`src/rtl/sc_etu_pkg.sv`:
```
package sc_etu_pkg;

    typedef enum logic [1:0] {
        PS_DIV1  = 2'd0,
        PS_DIV4  = 2'd1,
        PS_DIV16 = 2'd2,
        PS_DIV64 = 2'd3
    } presc_sel_e;

    localparam int unsigned SEL_W = $bits(presc_sel_e);

    // half periods of the card clock in one elementary time unit
    localparam int unsigned ETU_HALVES_DEFAULT = 744;

endpackage

```
`src/rtl/sc_etu_prescaler.sv`:
```
module sc_etu_prescaler #(
    parameter int unsigned SEL_W = 2
) (
    input  logic             clk,
    input  logic             rst_n,
    input  logic             run,
    input  logic [SEL_W-1:0] sel,
    output logic             tick
);
    localparam int unsigned NSEL  = 1 << SEL_W;
    localparam int unsigned PRE_W = (2 * (NSEL - 1) > 0) ? 2 * (NSEL - 1) : 1;

    typedef struct packed {
        logic [PRE_W-1:0] cnt;
    } pre_st_t;

    pre_st_t st_d, st_q;
    logic [PRE_W-1:0] lim_tbl [NSEL];

    // terminal count for each select: 4^g - 1
    for (genvar g = 0; g < NSEL; g++) begin : g_lim
        assign lim_tbl[g] = PRE_W'((1 << (2 * g)) - 1);
    end

    assign tick = run && (st_q.cnt == lim_tbl[sel]);

    always_comb begin
        st_d = st_q;
        if (!run) begin
            st_d.cnt = '0;
        end else if (tick) begin
            st_d.cnt = '0;
        end else begin
            st_d.cnt = st_q.cnt + 1'b1;
        end
    end

    always_ff @(posedge clk or negedge rst_n) begin
        if (!rst_n) begin
            st_q <= '0;
        end else begin
            st_q <= st_d;
        end
    end

endmodule

```
`src/rtl/sc_etu_divider.sv`:
```
module sc_etu_divider #(
    parameter int unsigned DIV_W = 8
) (
    input  logic             clk,
    input  logic             rst_n,
    input  logic             run,
    input  logic             tick,
    input  logic [DIV_W-1:0] limit,
    output logic             half_tick
);
    typedef struct packed {
        logic [DIV_W-1:0] cnt;
    } div_st_t;

    div_st_t st_d, st_q;

    assign half_tick = run && tick && (st_q.cnt == limit);

    always_comb begin
        st_d = st_q;
        if (!run) begin
            st_d.cnt = '0;
        end else if (tick) begin
            if (st_q.cnt == limit) begin
                st_d.cnt = '0;
            end else begin
                st_d.cnt = st_q.cnt + 1'b1;
            end
        end
    end

    always_ff @(posedge clk or negedge rst_n) begin
        if (!rst_n) begin
            st_q <= '0;
        end else begin
            st_q <= st_d;
        end
    end

endmodule

```
`src/rtl/sc_etu_bitcnt.sv`:
```
module sc_etu_bitcnt #(
    parameter int unsigned ETU_HALVES = 744
) (
    input  logic clk,
    input  logic rst_n,
    input  logic run,
    input  logic half_tick,
    output logic bit_stb,
    output logic smp_stb,
    output logic phase
);
    localparam int unsigned CNT_W   = $clog2(ETU_HALVES);
    localparam int unsigned MID_AT  = ETU_HALVES / 2;
    localparam logic [CNT_W-1:0] LAST_C = CNT_W'(ETU_HALVES - 1);
    localparam logic [CNT_W-1:0] MID_C  = CNT_W'(MID_AT - 1);

    typedef struct packed {
        logic [CNT_W-1:0] cnt;
        logic             phase;
        logic             bit_stb;
        logic             smp_stb;
    } bc_st_t;

    bc_st_t st_d, st_q;

    always_comb begin
        st_d         = st_q;
        st_d.bit_stb = 1'b0;
        st_d.smp_stb = 1'b0;
        if (!run) begin
            st_d = '0;
        end else if (half_tick) begin
            st_d.phase = ~st_q.phase;
            if (st_q.cnt == LAST_C) begin
                st_d.cnt     = '0;
                st_d.bit_stb = 1'b1;
            end else begin
                st_d.cnt = st_q.cnt + 1'b1;
            end
            if (st_q.cnt == MID_C) begin
                st_d.smp_stb = 1'b1;
            end
        end
    end

    always_ff @(posedge clk or negedge rst_n) begin
        if (!rst_n) begin
            st_q <= '0;
        end else begin
            st_q <= st_d;
        end
    end

    assign bit_stb = st_q.bit_stb;
    assign smp_stb = st_q.smp_stb;
    assign phase   = st_q.phase;

endmodule

```
`src/rtl/sc_etu_gen.sv`:
```
module sc_etu_gen
    import sc_etu_pkg::*;
#(
    parameter int unsigned DIV_W      = 8,
    parameter int unsigned ETU_HALVES = ETU_HALVES_DEFAULT
) (
    input  logic             clk,
    input  logic             rst_n,
    input  logic             enable,
    input  logic [1:0]       clk_sel,
    input  logic [DIV_W-1:0] divisor,
    input  logic             sck_out_en,
    output logic             bit_strobe,
    output logic             sample_strobe,
    output logic             sck
);
    typedef struct packed {
        logic [SEL_W-1:0] sel;
        logic [DIV_W-1:0] div;
    } cfg_t;

    cfg_t cfg_d, cfg_q;
    logic pre_tick;
    logic half_tick;
    logic sck_phase;

    // configuration follows the inputs only while stopped
    always_comb begin
        cfg_d = cfg_q;
        if (!enable) begin
            cfg_d.sel = clk_sel;
            cfg_d.div = divisor;
        end
    end

    always_ff @(posedge clk or negedge rst_n) begin
        if (!rst_n) begin
            cfg_q <= '0;
        end else begin
            cfg_q <= cfg_d;
        end
    end

    sc_etu_prescaler #(
        .SEL_W (SEL_W)
    ) u_pre (
        .clk   (clk),
        .rst_n (rst_n),
        .run   (enable),
        .sel   (cfg_q.sel),
        .tick  (pre_tick)
    );

    sc_etu_divider #(
        .DIV_W (DIV_W)
    ) u_div (
        .clk       (clk),
        .rst_n     (rst_n),
        .run       (enable),
        .tick      (pre_tick),
        .limit     (cfg_q.div),
        .half_tick (half_tick)
    );

    sc_etu_bitcnt #(
        .ETU_HALVES (ETU_HALVES)
    ) u_bit (
        .clk       (clk),
        .rst_n     (rst_n),
        .run       (enable),
        .half_tick (half_tick),
        .bit_stb   (bit_strobe),
        .smp_stb   (sample_strobe),
        .phase     (sck_phase)
    );

    assign sck = sck_phase & sck_out_en;

endmodule

```
`config.mk`:
```
export PLATFORM = sky130hd
export DESIGN_NAME = sc_etu_gen
export DESIGN_NICKNAME = d
export VERILOG_FILES = /design/src/rtl/sc_etu_pkg.sv /design/src/rtl/sc_etu_prescaler.sv /design/src/rtl/sc_etu_divider.sv /design/src/rtl/sc_etu_bitcnt.sv /design/src/rtl/sc_etu_gen.sv
export SDC_FILE = /design/constraint.sdc
export NUM_CORES = 1
export LEC_CHECK = 0
export ABC_CLOCK_PERIOD_IN_PS = 3120
export BUFFER_PORTS_ARGS = -buffer_cell sky130_fd_sc_hd__buf_2
export CAP_MARGIN = 40
export CORE_UTILIZATION = 59
export CTS_CLUSTER_DIAMETER = 120
export DETAILED_ROUTE_END_ITERATION = 8
export GPL_ROUTABILITY_DRIVEN = 0
export PLACE_DENSITY = 0.79
export RECOVER_POWER = 50
export SYNTH_ARGS = -nofsm -noshare
export SYNTH_HDL_FRONTEND = slang
export SYNTH_SLANG_ARGS = --single-unit
```
`constraint.sdc`:
```
create_clock -name clk -period 3.12 [get_ports clk]
set_input_delay 0 -clock clk [delete_from_list [all_inputs] [get_ports clk]]
set_output_delay 0 -clock clk [all_outputs]
set_load 0.05 [all_outputs]
```
# Yosys cells after proc, flatten, opt, wreduce, memory -nomap -nowiden
# Index checks and enable logic that the tools add are counted.
# classes
div	0
mux	13
addsub	3
order_cmp	1
reduce_logical	3
n_shift	0
n_eq_ne	6
mul	0
n_bitwise	3
# op_table
cell	n
13-bit two-way mux	2
6-bit two-way mux	4
8-bit two-way mux	3
6-bit binary-select mux with 2-bit select	1
10-bit by 1-bit adder with 10-bit output, second input constant	1
10-bit equality test, second input constant	1
10-bit by 9-bit equality test with 1-bit output, second input constant	1
10-bit two-way mux	1
8-bit by 1-bit adder with 8-bit output, second input constant	1
8-bit equality test	1
6-bit by 1-bit adder with 6-bit output, second input constant	1
6-bit equality test	1
2-bit by 1-bit inequality test with 1-bit output, second input constant	2
3-bit >= comparator, second input constant	1
1-bit logical AND	3
2-bit inverter with 3-bit output	1
1-bit two-way mux	2
1-bit bitwise AND	1
1-bit inverter	1
# totals
in_bits	14
register_bits	37
latch_bits	0
mem_bits_ro	0
memories	0
output_inout_bits	3
ram_bits	0

# Depth between registers and ports, before layout
# Gate-level depths: netlist (run 1).
# depth
depth_word	10
mapped_depth	7
depth_no_buf	6

# Cells and area by module
# Synthesis (run 1) repeated with hierarchy kept, for this count alone.
# hier_totals
hier_cells	186
hier_area_um2	1994.4
# by_module_without_submodules
mod	cells_per_inst	area_per_inst_um2	n_inst
sc_etu_bitcnt	68	683.2	1
sc_etu_divider	63	554.3	1
sc_etu_gen	22	417.9	1
sc_etu_prescaler	33	339.1	1

# Worst setup path after synthesis (run 1)
# OpenSTA, ideal clock, no wires.
# synth_path
path_type	reg-to-reg
from	register u_pre.st_q[0] in the netlist's numbering
to	register u_div.st_q[5] in the netlist's numbering
setup_slack_ns	0.937
period_less_slack_ns	2.183
path_buffers	1
t_arrival_ns	2.079
stages_incl_launch_ff	7
t_required_ns	3.017
path_cell_list	dfrtp_1 > or3_4 > a2111oi_4 > o21ai_2 > or3b_1 > buf_6 > o41ai_2
# synth_between
elab_chain_len	3
# synth_lines
item	line	rtl
start: declaration	sc_etu_prescaler.sv:17	pre_st_t st_d, st_q;
start signal: assignment	sc_etu_prescaler.sv:42	st_q <= st_d;
6-bit equality test	sc_etu_prescaler.sv:25	assign tick = run && (st_q.cnt == lim_tbl[sel]);
1-bit logical AND	sc_etu_prescaler.sv:25	
2-bit by 1-bit inequality test with 1-bit output (no line)	n/a	
end signal: assignment	sc_etu_divider.sv:36	st_q <= st_d;
end: declaration	sc_etu_divider.sv:15	div_st_t st_d, st_q;
# No other way between the ends.
# A chain may end at the register's enable or synchronous reset.

# Worst setup path in the final report (run 1)
# layout_path
from	register cfg_q[8] in the netlist's numbering
to	register u_div.st_q[5] in the netlist's numbering
# layout_between
elab_chain_len	7
# layout_lines
item	line	rtl
start: declaration	sc_etu_gen.sv:22	cfg_t cfg_d, cfg_q;
start signal: assignment	sc_etu_gen.sv:40	cfg_q <= cfg_d;
2-bit inverter with 3-bit output (implied by the code)	sc_etu_prescaler.sv:25	
6-bit binary-select mux with 2-bit select	sc_etu_prescaler.sv:25	
6-bit two-way mux (implied by the code) (2 in series)	sc_etu_prescaler.sv:25	
6-bit equality test	sc_etu_prescaler.sv:25	
1-bit logical AND	sc_etu_prescaler.sv:25	
2-bit by 1-bit inequality test with 1-bit output (no line)	n/a	
# No other way between the ends. The select of a mux whose other input is x is not followed.

==> out/summary.log, run 1 <==
[timing] Period Utilization, post-route 82.3%
[logic_synthesis] cell types occupying the most area after synthesis sky130_fd_sc_hd__dfrtp_1 (46%), sky130_fd_sc_hd__mux2_2 (5.6%), sky130_fd_sc_hd__xor2_1 (3.9%)
[clock_tree] TritonCTS clock tree yes
[logic_synthesis] instance count of the mapped netlist 190
[outcome] failing checks max-capacitance violations, max-slew violations
[power] Int Pwr 0.680 mW
[global_route] number of antenna violations at the first check in global routing 0
[clock_tree] clock-pin slew of the registers on the worst-case setup and hold paths 0.11 ns
[floorplan] Initial Utilization 64.0%
[worst_hold_path] Min-Delay Path Depth 3
[detailed_routing] first-pass detailed-route iteration total 4
[detailed_routing] post-detailed-route via-to-cell ratio 6.17
[logic_synthesis] post-synthesis area per instance 10.5 µm²
[final_layout] most common cell after layout, fill and taps aside sky130_fd_sc_hd__dfrtp_1
[power] switch share 25.9%
[timing] minimum clock period after layout 2.57 ns
[floorplan] height of the die 60.3 µm
[floorplan] core box area 3130 µm²
[floorplan] Die X 60.3 µm
[power] Lkg Pwr 0.945 nW
[logic_synthesis] cell type with the highest aggregate area in the netlist sky130_fd_sc_hd__dfrtp_1
[power] switching power 0.238 mW
[final_layout] area added between synthesis and finish 13.2%
[final_layout] top library cells by usage in the layout, fill and taps aside sky130_fd_sc_hd__dfrtp_1 (37), sky130_fd_sc_hd__buf_2 (14), sky130_fd_sc_hd__nor2_1 (12), sky130_fd_sc_hd__nand2_1 (11), sky130_fd_sc_hd__dlygate4sd3_1 (11)
[floorplan] boundary pin count 17
[detailed_routing] average wire length per cell after detail routing 15.3 µm
[timing] final sum of negative setup slack 0 ns
[run] Maximum Capacitance Violations 1
[placed_design] Placed Cells 241
[final_layout] fraction of final layout cells sized beyond drive strength 1 17.6%
[global_route] maximum number of pins on one net before global-route repair 38
[global_route] vias in the first global route 1562
[logic_synthesis] Synth top area share 46.3%
[logic_synthesis] dominant register cell in the synthesized netlist sky130_fd_sc_hd__dfrtp_1
[timing] minimum hold slack 0.118 ns
[global_route] all-layer global routing usage 25.3%
[clock_tree] clock net sink count 37
[critical_path] crit path kind flip-flop to flip-flop
[final_layout] non-filler cells, final 260
[logic_synthesis] portion of the post-synthesis area used by sequential elements 46.3%
[clock_tree] total number of H-tree levels 2
[worst_hold_path] hold crit path type primary input to flip-flop
[clock_tree] Max Root-Sink Buffers 2
[clock_tree] number of gates given a new drive strength after cts 0
[clock_tree] Skew-Pair Late Insertion Delay 0.34 ns
[critical_path] kind of start point of the critical path flip-flop
[global_route] global-route wire length before repair 6770 µm
[placed_design] worst slack, placed 0.601 ns
[detailed_routing] DRC Markers 0
[timing] setup slack of the critical path after layout 0.551 ns
[power] power share of the combinational group 11.5%
[timing] setup violation total in the final timing report 0
[logic_synthesis] ys async rst share 100%
[placed_design] IO Port Bufs 16
[global_route] total overflow reported by the global router 0
[clock_tree] total clock buffers created by CTS 5
[timing] actual slew at the worst max-slew pin 1.94 ns
[detailed_routing] Routed WL 3990 µm
[logic_synthesis] total nets after synthesis 207
[timing] final hold violation count 0
[logic_synthesis] Warnings, synthesis 0
[logic_synthesis] number of synthesized flops with an enable pin 0
[critical_path] required arrival time at the worst endpoint 3.36 ns
[critical_path] data arrival time of the critical path 2.81 ns
[floorplan] number of rows in the core area 20
[timing] Post-Route Skew 0.0121 ns
[final_layout] Final Net Count 232
[detailed_routing] initial drt markers 76
[critical_path] kind of end point of the critical path flip-flop
[timing] worst rel slew slack -29.4%
[floorplan] die area 3630 µm²
[final_layout] antenna diode instance count 0
[placed_design] detailed placement HPWL 2640 µm
[timing] Max Slew Vio Count 38
[power] clock group share of total power 31.8%
[final_layout] share of the core filled with cells 72.4%
[detailed_routing] via count 1604
[logic_synthesis] Syn Std Cell Area 2000 µm²
[outcome] result of the run finished with violations
[power] Power Dens Cells 405 nW/µm²
[clock_tree] root buf cell sky130_fd_sc_hd__clkbuf_4
[critical_path] worst r2r path cells 5
[logic_synthesis] number of synthesized register bits 37
[power] part of the total power dissipated in sequential elements 56.8%
[logic_synthesis] Unique masters post-synth 42
[detailed_routing] Post-DRT Antenna Nets 0
[timing] f_max 389 MHz
[power] worst vdd ir 0.297 mV
[critical_path] maximum net fanout on the critical path 24
[timing] RSZ-0062 raised after global routing false
[critical_path] FF-to-FF setup slack 0.55 ns
==> routing by layer <==
metal  vias up  wire length, µm  track usage [%]
met5         -                0                0
met4         0               66             8.31
met3         9              140             6.06
met2        33             2010             43.3
met1       801             1770             30.9
li1        761                -                -
==> cell families after synthesis <==
group / count (synthesis) / share of synthesized area [%]
buffers and inverters: 15 / 3.56
adder cells (fa/ha/maj): 3 / 1.88
AO/OA/AOI/OAI: 40 / 15.5
multiplexers: 11 / 6.13
XOR/XNOR: 13 / 5.69
flip-flops: 37 / 46.3
AND/OR/NAND/NOR: 71 / 21.0
==> synth_stat cells (5+ instances only) <==
cell and number:
sky130_fd_sc_hd__nor2_1 12, sky130_fd_sc_hd__dfrtp_1 37, sky130_fd_sc_hd__a32oi_1 5, sky130_fd_sc_hd__and2_1 5, sky130_fd_sc_hd__and3_1 5, sky130_fd_sc_hd__clkbuf_1 8, sky130_fd_sc_hd__nand3_1 9, sky130_fd_sc_hd__mux2_2 10
sky130_fd_sc_hd__o31ai_1 10, sky130_fd_sc_hd__or4_1 6, sky130_fd_sc_hd__xor2_1 9, sky130_fd_sc_hd__nand2_1 11, sky130_fd_sc_hd__a21oi_1 9, sky130_fd_sc_hd__inv_1 5
==> state kept, by name (all words and copies together) (netlist names) <==
signal / cells
u_div.st_q: 8
u_pre.st_q: 6
cfg_q: 10
u_bit.bit_stb: 1
u_bit.smp_stb: 1
u_bit.st_q: 10
u_bit.phase: 1
==> final timing paths <==
kind	from	end
setup / recovery	cfg_q[8]$_DFFE_PN0N_	u_div.st_q[5]$_DFFE_PN0P_
hold / removal	enable	u_bit.st_q[4]$_DFFE_PN0P_
setup reg to reg	cfg_q[8]$_DFFE_PN0N_	u_div.st_q[5]$_DFFE_PN0P_
hold reg to reg	cfg_q[5]$_DFFE_PN0N_	cfg_q[5]$_DFFE_PN0N_
max in group asynchronous	rst_n	u_div.st_q[5]$_DFFE_PN0P_
min in group asynchronous	rst_n	u_bit.st_q[12]$_DFFE_PN0P_
==> layout make-up <==
class / count / area (µm²)
fillers: 235 / 862
flip-flops and latches: 37 / 926
multi-input cells: 138 / 1000
clock inverters: 1 / 5.00
clock buffers: 7 / 65.1
inverters: 5 / 18.8
well taps: 44 / 55.1
repair buffers: 28 / 191
==> timing repair <==
item                                   in CTS  in global routing
buffers inserted                            0                  0
endpoints found under the hold margin      47                  0
hold buffers                               11                  0
==> stage by stage <==
stage          area [µm²]  total power [mW]
2_1_floorplan        2000             0.596
3_3_place_gp         2080             0.618
3_5_place_dp         2090             0.627
4_1_cts              2270             0.926
5_1_grt              2270             0.956
6_report             2270             0.918
==> power by group through the flow <==
stage / Clock, mW / Combinational, mW / Sequential (mW)
5_1_grt: 0.314 / 0.118 / 0.524
2_1_floorplan: 0 / 0.0707 / 0.525
3_5_place_dp: 0 / 0.0958 / 0.531
3_3_place_gp: 0 / 0.0896 / 0.528
6_report: 0.291 / 0.105 / 0.521
4_1_cts: 0.298 / 0.107 / 0.521
==> critical path: stages (launching register included) <==
cell and delay, ns:
sky130_fd_sc_hd__dfrtp_1 0.45, sky130_fd_sc_hd__or3_4 0.41, sky130_fd_sc_hd__a2111oi_4 0.38, sky130_fd_sc_hd__o21ai_2 0.30, sky130_fd_sc_hd__or3b_1 0.57, sky130_fd_sc_hd__o41ai_2 0.34
Power figures use the tool's default switching activity.
==> run 2, diff against run 1 <==
ABC_CLOCK_PERIOD_IN_PS = 2200   (was 3120)
CORE_UTILIZATION = 53   (was 59)
PLACE_DENSITY = 0.75   (was 0.79)
clock period = 2.2 ns   (was 3.12 ns; I/O delays follow)
==> out/summary.log, run 2 (synthesis results as in run 1) <==
[clock_tree] root buf cell sky130_fd_sc_hd__clkbuf_8 [was sky130_fd_sc_hd__clkbuf_4]
[timing] minimum hold slack 0.190 ns [was 0.118 ns]
[placed_design] worst slack, placed -0.0257 ns [was 0.601 ns]
[final_layout] Final Net Count 242 [was 232]
[critical_path] critical path launch point cfg_q[8]$_DFFE_PN0N_ [unchanged]
[clock_tree] Max Root-Sink Buffers 2 [unchanged]
[clock_tree] Skew-Pair Late Insertion Delay 0.29 ns [was 0.34 ns]
[timing] setup slack of the critical path after layout 0.00739 ns [was 0.551 ns]
[detailed_routing] DRC Markers 0 [unchanged]
[timing] final sum of negative setup slack 0 ns [unchanged]
[detailed_routing] initial drt markers 127 [was 76]
[detailed_routing] average wire length per cell after detail routing 16.3 µm [was 15.3 µm]
[floorplan] boundary pin count 17 [unchanged]
[power] final total power 1.47 mW [was 0.918 mW]
[floorplan] height of the die 63.5 µm [was 60.3 µm]
[global_route] maximum number of pins on one net before global-route repair 38 [unchanged]
[power] Int Pwr 1.10 mW [was 0.680 mW]
[final_layout] area taken by flip-flops and latches 926 µm² [unchanged]
[power] clock group share of total power 35.8% [was 31.8%]
[final_layout] area added between synthesis and finish 22.6% [was 13.2%]
[detailed_routing] post-detailed-route via-to-cell ratio 6.00 [was 6.17]
[global_route] total overflow reported by the global router 0 [unchanged]
[worst_hold_path] hold crit path type primary input to flip-flop [unchanged]
[clock_tree] total number of H-tree levels 2 [unchanged]
[critical_path] R2R Path End u_bit.st_q[8]$_DFFE_PN0P_ [was u_div.st_q[5]$_DFFE_PN0P_]
[power] worst vdd ir 0.449 mV [was 0.297 mV]
[timing] actual slew at the worst max-slew pin 0.901 ns [was 1.94 ns]
[detailed_routing] via count 1633 [was 1604]
[global_route] global routing's busiest layer met2 [unchanged]
[timing] final hold violation count 0 [unchanged]
[timing] Max Slew Vio Count 0 [was 38]
[floorplan] Die X 63.5 µm [was 60.3 µm]
[global_route] global-route track usage on met2 42.7% [was 43.3%]
[global_route] number of antenna violations at the first check in global routing 0 [unchanged]
[power] Power Dens Cells 597 nW/µm² [was 405 nW/µm²]
[global_route] all-layer global routing usage 23.9% [was 25.3%]
[timing] minimum clock period after layout 2.19 ns [was 2.57 ns]
[final_layout] most common cell after layout, fill and taps aside sky130_fd_sc_hd__dfrtp_1 [unchanged]
[critical_path] FF-to-FF setup slack 0.007 ns [was 0.55 ns]
[timing] Period Utilization, post-route 99.7% [was 82.3%]
[detailed_routing] Routed WL 4420 µm [was 3990 µm]
[power] part of the total power dissipated in sequential elements 50.1% [was 56.8%]
[timing] Post-Route Skew 0.0143 ns [was 0.0121 ns]
[critical_path] crit path kind flip-flop to flip-flop [unchanged]
[clock_tree] total clock buffers created by CTS 5 [unchanged]
[final_layout] fraction of final layout cells sized beyond drive strength 1 26.5% [was 17.6%]
[floorplan] Initial Utilization 57.7% [was 64.0%]
[critical_path] data arrival time of the critical path 2.40 ns [was 2.81 ns]
[timing] f_max 456 MHz [was 389 MHz]
[final_layout] area of the multi-input gates 1050 µm² [was 1000 µm²]
[critical_path] worst r2r path cells 6 [was 5]
[critical_path] critical path endpoint u_bit.st_q[8]$_DFFE_PN0P_ [was u_div.st_q[5]$_DFFE_PN0P_]
[final_layout] share of the core filled with cells 70.8% [was 72.4%]
[outcome] result of the run finished, final reports clean [was finished with violations]
[critical_path] kind of end point of the critical path flip-flop [unchanged]
[floorplan] die area 4030 µm² [was 3630 µm²]
[final_layout] biggest registers after layout cfg_q x10, u_bit.st_q x10, u_div.st_q x8 [unchanged]
[final_layout] top library cells by usage in the layout, fill and taps aside sky130_fd_sc_hd__dfrtp_1 (37), sky130_fd_sc_hd__buf_2 (15), sky130_fd_sc_hd__nor2_1 (12), sky130_fd_sc_hd__nand2_1 (11), sky130_fd_sc_hd__dlygate4sd3_1 (11) [was sky130_fd_sc_hd__dfrtp_1 (37), sky130_fd_sc_hd__buf_2 (14), sky130_fd_sc_hd__nor2_1 (12), sky130_fd_sc_hd__nand2_1 (11), sky130_fd_sc_hd__dlygate4sd3_1 (11)]
[global_route] vias in the first global route 1663 [was 1562]
[critical_path] startpoint of the worst-slack reg-to-reg timing path cfg_q[8]$_DFFE_PN0N_ [unchanged]
[critical_path] required arrival time at the worst endpoint 2.41 ns [was 3.36 ns]
[placed_design] detailed placement HPWL 2750 µm [was 2640 µm]
[timing] worst rel slew slack 39.5% [was -29.4%]
[clock_tree] clock net sink count 37 [unchanged]
[global_route] global-route met3 utilization 4.71% [was 6.06%]
[global_route] global-route wire length before repair 7470 µm [was 6770 µm]
[detailed_routing] first-pass detailed-route iteration total 4 [unchanged]
[power] switching power 0.367 mW [was 0.238 mW]
[run] Maximum Capacitance Violations 0 [was 1]
[power] power share of the combinational group 14.1% [was 11.5%]
[critical_path] kind of start point of the critical path flip-flop [unchanged]
[final_layout] number of filler cells placed in the layout 253 [was 235]
[timing] setup violation total in the final timing report 0 [unchanged]
[detailed_routing] Post-DRT Antenna Nets 0 [unchanged]
[floorplan] number of rows in the core area 21 [was 20]
[placed_design] IO Port Bufs 16 [unchanged]
[power] switch share 25.0% [was 25.9%]
[clock_tree] clock-pin slew of the registers on the worst-case setup and hold paths 0.08 ns [was 0.11 ns]
[floorplan] core box area 3470 µm² [was 3130 µm²]
[final_layout] antenna diode instance count 0 [unchanged]
[timing] RSZ-0062 raised after global routing true [was false]
[critical_path] maximum net fanout on the critical path 12 [was 24]
[power] Lkg Pwr 1.04 nW [was 0.945 nW]
[global_route] global routing usage on met1 28.4% [was 30.9%]
[clock_tree] TritonCTS clock tree yes [unchanged]
run 2: changes by cell type in the layout (fill, tap and decap cells not counted), moves of 2 or more:
cell,delta
sky130_fd_sc_hd__or4_1,-3
sky130_fd_sc_hd__clkbuf_4,-5
sky130_fd_sc_hd__a21oi_2,+4
sky130_fd_sc_hd__clkbuf_8,+5
sky130_fd_sc_hd__buf_4,+9
sky130_fd_sc_hd__a21oi_1,-4
sky130_fd_sc_hd__or4_4,+3
sky130_fd_sc_hd__clkbuf_1,-2
run 2: critical path, cell delays in order (launching register included):
cell and delay (ns):
sky130_fd_sc_hd__dfrtp_1 0.38, sky130_fd_sc_hd__or3_4 0.40, sky130_fd_sc_hd__a2111oi_4 0.39, sky130_fd_sc_hd__o21ai_4 0.12, sky130_fd_sc_hd__buf_12 0.16, sky130_fd_sc_hd__or4_4 0.51, sky130_fd_sc_hd__a21oi_2 0.15
run 2: per-stage QoR:
step | std cells | cell area [µm²]
finish | 272 | 2450
global route | 272 | 2450
CTS | 270 | 2380
detailed placement | 250 | 2160
global placement | 250 | 2160
floorplan | 190 | 2000
run 2: worst min-delay path by stage:
stage	from	end	slack (ns)	depth (start not counted)
2_1_floorplan	rst_n	cfg_q[0]$_DFFE_PN0N_	-0.30	0
3_3_place_gp	rst_n	u_bit.st_q[10]$_DFFE_PN0P_	0.12	1
3_5_place_dp	rst_n	u_bit.st_q[10]$_DFFE_PN0P_	0.14	1
4_1_cts	enable	u_bit.st_q[10]$_DFFE_PN0P_	0.19	4
5_1_grt	enable	u_bit.st_q[10]$_DFFE_PN0P_	0.24	4
6_report	enable	u_bit.st_q[10]$_DFFE_PN0P_	0.19	4
run 2: layout make-up:
| class | count | share of cell area, % |
|---|---|---|
| Multi-Input combinational cell | 138 | 42.8 |
| Sequential cell | 37 | 37.7 |
| Timing Repair Buffer | 38 | 12.3 |
| Clock buffer | 7 | 3.92 |
| Tap cell | 46 | 2.34 |
| Inverter | 5 | 0.765 |
| Clock inverter | 1 | 0.204 |
run 2: power by group through the flow:
stage | registers, mW | logic, mW | clock network, mW
final | 0.734 | 0.207 | 0.524
after global routing | 0.737 | 0.228 | 0.557
after CTS | 0.733 | 0.184 | 0.530
after detailed placement | 0.745 | 0.166 | 0
after global placement | 0.744 | 0.157 | 0
after floorplan | 0.745 | 0.100 | 0
run 2: metal layers:
metal | vias to the layer above | routed length [µm]
met1 | 813 | 1890
met3 | 4 | 136
met5 | - | 0
met2 | 36 | 2360
met4 | 0 | 36
li1 | 780 | -
run 2: timing repair:
item,CTS,global route
pin swaps,1,0
buffers inserted,1,1
gates resized for setup,0,11
hold buffers,11,0
cloned,0,1
endpoints found under the setup margin,7,12
hold endpoints to repair,47,0
==> run 3, diff against run 2 <==
CORE_ASPECT_RATIO = 1.1   (was default)
==> out/summary.log, run 3 (synthesis results as in run 1) <==
[timing] actual slew at the worst max-slew pin 0.907 ns [was 0.901 ns]
[clock_tree] total number of H-tree levels 2 [unchanged]
[critical_path] family with the most delay on the worst path simple AND/OR/NAND/NOR gates [unchanged]
[worst_hold_path] hold crit path type primary input to flip-flop [unchanged]
[power] Int Pwr 1.05 mW [was 1.10 mW]
[detailed_routing] first-pass detailed-route iteration total 4 [unchanged]
[floorplan] number of rows in the core area 23 [was 21]
[timing] Max Slew Vio Count 0 [unchanged]
[critical_path] critical path, cell by cell or3_4 -> a2111oi_4 -> o21ai_2 -> buf_6 -> or4_1 -> a21oi_2 [was or3_4 -> a2111oi_4 -> o21ai_4 -> buf_12 -> or4_4 -> a21oi_2]
[power] Power Dens Cells 579 nW/µm² [was 597 nW/µm²]
[floorplan] Die X 60.6 µm [was 63.5 µm]
[final_layout] biggest registers after layout cfg_q x10, u_bit.st_q x10, u_div.st_q x8 [unchanged]
[timing] final hold violation count 0 [unchanged]
[detailed_routing] via count 1683 [was 1633]
[floorplan] Initial Utilization 55.2% [was 57.7%]
[timing] RSZ-0062 raised after global routing true [unchanged]
[clock_tree] clock net sink count 37 [unchanged]
[critical_path] crit path kind flip-flop to flip-flop [unchanged]
[critical_path] maximum net fanout on the critical path 10 [was 12]
[final_layout] Final Net Count 244 [was 242]
[outcome] result of the run finished, final reports clean [unchanged]
[power] power share of the combinational group 13.8% [was 14.1%]
[power] switching power 0.363 mW [was 0.367 mW]
[floorplan] height of the die 66.5 µm [was 63.5 µm]
[critical_path] kind of start point of the critical path flip-flop [unchanged]
[final_layout] antenna diode instance count 0 [unchanged]
[global_route] number of antenna violations at the first check in global routing 0 [unchanged]
[timing] minimum clock period after layout 2.20 ns [was 2.19 ns]
[timing] Period Utilization, post-route 99.9% [was 99.7%]
[detailed_routing] initial drt markers 157 [was 127]
[power] worst vdd ir 0.440 mV [was 0.449 mV]
[clock_tree] clock-pin slew of the registers on the worst-case setup and hold paths 0.07 ns [was 0.08 ns]
[clock_tree] Skew-Pair Late Insertion Delay 0.29 ns [about the same]
[critical_path] library cell contributing the largest single delay on the critical path sky130_fd_sc_hd__or4_1 [was sky130_fd_sc_hd__or4_4]
[timing] worst rel slew slack 39.5% [about the same]
[final_layout] most common cell after layout, fill and taps aside sky130_fd_sc_hd__dfrtp_1 [unchanged]
[floorplan] die area 4030 µm² [about the same]
[clock_tree] root buf cell sky130_fd_sc_hd__clkbuf_8 [unchanged]
[final_layout] area added between synthesis and finish 21.9% [was 22.6%]
[global_route] maximum number of pins on one net before global-route repair 38 [unchanged]
[global_route] global-route wire length before repair 7730 µm [was 7470 µm]
[floorplan] boundary pin count 17 [unchanged]
[timing] setup violation total in the final timing report 0 [unchanged]
[global_route] all-layer global routing usage 26.4% [was 23.9%]
[detailed_routing] Post-DRT Antenna Nets 0 [unchanged]
[placed_design] detailed placement HPWL 2820 µm [was 2750 µm]
[run] Maximum Capacitance Violations 0 [unchanged]
[power] switch share 25.7% [was 25.0%]
[floorplan] core box area 3630 µm² [was 3470 µm²]
[detailed_routing] Routed WL 4580 µm [was 4420 µm]
[timing] final sum of negative setup slack 0 ns [unchanged]
[clock_tree] Max Root-Sink Buffers 2 [unchanged]
[detailed_routing] post-detailed-route via-to-cell ratio 6.08 [was 6.00]
[timing] Post-Route Skew 0.00767 ns [was 0.0143 ns]
[critical_path] data arrival time of the critical path 2.43 ns [was 2.40 ns]
[power] clock group share of total power 34.3% [was 35.8%]
[timing] f_max 455 MHz [was 456 MHz]
[power] Lkg Pwr 1.04 nW [about the same]
[placed_design] IO Port Bufs 16 [unchanged]
[power] part of the total power dissipated in sequential elements 52.0% [was 50.1%]
[detailed_routing] average wire length per cell after detail routing 16.5 µm [was 16.3 µm]
[final_layout] total non-filler cell area in the finished layout 2440 µm² [was 2450 µm²]
[detailed_routing] DRC Markers 0 [unchanged]
[placed_design] placement-stage cell area 2190 µm² [was 2160 µm²]
[critical_path] required arrival time at the worst endpoint 2.43 ns [was 2.41 ns]
[critical_path] maximum single-stage delay on the critical path 0.52 ns [was 0.51 ns]
[global_route] total overflow reported by the global router 0 [unchanged]
[global_route] vias in the first global route 1681 [was 1663]
[clock_tree] total clock buffers created by CTS 5 [unchanged]
[clock_tree] TritonCTS clock tree yes [unchanged]
[critical_path] buffer and inverter count on the worst path 1 [unchanged]
[final_layout] fraction of final layout cells sized beyond drive strength 1 25.6% [was 26.5%]
[final_layout] top library cells by usage in the layout, fill and taps aside sky130_fd_sc_hd__dfrtp_1 (37), sky130_fd_sc_hd__buf_2 (15), sky130_fd_sc_hd__nor2_1 (12), sky130_fd_sc_hd__nand2_1 (11), sky130_fd_sc_hd__dlygate4sd3_1 (11) [unchanged]
[critical_path] kind of end point of the critical path flip-flop [unchanged]
[run 3: cell count changes in the layout (fill, tap and decap cells not counted), sizes merged]
cell / previous run / this run
clkbuf: 9 / 11
clkinv: 1 / 0
[run 3: repair_timing]
action | 4_1_cts | 5_1_grt
hold endpoints to repair | 47 | 0
setup buffers | 0 | 0
hold buffers | 11 | 0
setup endpoints to repair | 10 | 13
gates resized for setup | 1 | 14
cloned | 0 | 1
pin swaps | 1 | 7
[run 3: power groups by stage]
stage          Combinational [mW]  Sequential [mW]  Clock (mW)
6_report                    0.194            0.734       0.484
4_1_cts                     0.186            0.733       0.488
3_5_place_dp                0.168            0.746           0
2_1_floorplan               0.100            0.745           0
3_3_place_gp                0.156            0.743           0
5_1_grt                     0.212            0.737       0.516
[run 3: area by class of cell]
class                      instances  area [µm²]
multi-input combinational        138        1050
clock buffer                       7        86.3
inverter                           5        18.8
fill                             287        1190
tap                               50        62.6
sequential                        37         926
timing repair buffer              40         293
[run 3: metal layers]
| layer | track usage [%] | up-vias | wire (µm) | part of all wire, % |
|---|---|---|---|---|
| met1 | 31.7 | 826 | 1830 | 40 |
| li1 | - | 785 | - | - |
| met2 | 44.8 | 60 | 2420 | 53 |
| met4 | 9.66 | 0 | 99 | 2.2 |
| met5 | 0 | - | 0 | 0 |
| met3 | 6.80 | 12 | 228 | 5.0 |
[run 3: final timing paths]
path	startpoint	to	slack [ns]	depth (start not counted)
worst max-delay path	u_pre.st_q[0]$_DFF_PN0_	u_bit.st_q[10]$_DFFE_PN0P_	0.001	6
worst min-delay path	enable	u_bit.st_q[10]$_DFFE_PN0P_	0.17	4
worst max register to register	u_pre.st_q[0]$_DFF_PN0_	u_bit.st_q[10]$_DFFE_PN0P_	0.001	6
worst min register to register	cfg_q[5]$_DFFE_PN0N_	cfg_q[5]$_DFFE_PN0N_	0.53	1
max in group asynchronous	rst_n	u_div.st_q[7]$_DFFE_PN0P_	1.27	2
min in group asynchronous	rst_n	u_bit.bit_stb$_DFF_PN0_	0.37	2
[run 3: worst reg2reg max path: stages, from the launching register on]
cell                        delay [ns]
sky130_fd_sc_hd__dfrtp_1          0.38
sky130_fd_sc_hd__or3_4            0.40
sky130_fd_sc_hd__a2111oi_4        0.41
sky130_fd_sc_hd__o21ai_2          0.13
sky130_fd_sc_hd__buf_6            0.16
sky130_fd_sc_hd__or4_1            0.52
sky130_fd_sc_hd__a21oi_2          0.14
[run 3: stage by stage]
stage          instances  power (mW)  setup slack (ns)  util, %  hold slack, ns
5_1_grt              277        1.47           -0.0550     67.3           0.196
4_1_cts              276        1.41           0.00405     66.0           0.163
2_1_floorplan        190       0.845            0.0173        -          -0.296
3_5_place_dp         258       0.914           -0.0559     60.5           0.133
3_3_place_gp         257       0.899            0.0404     60.3           0.124
6_report             277        1.41           0.00113     67.3           0.173
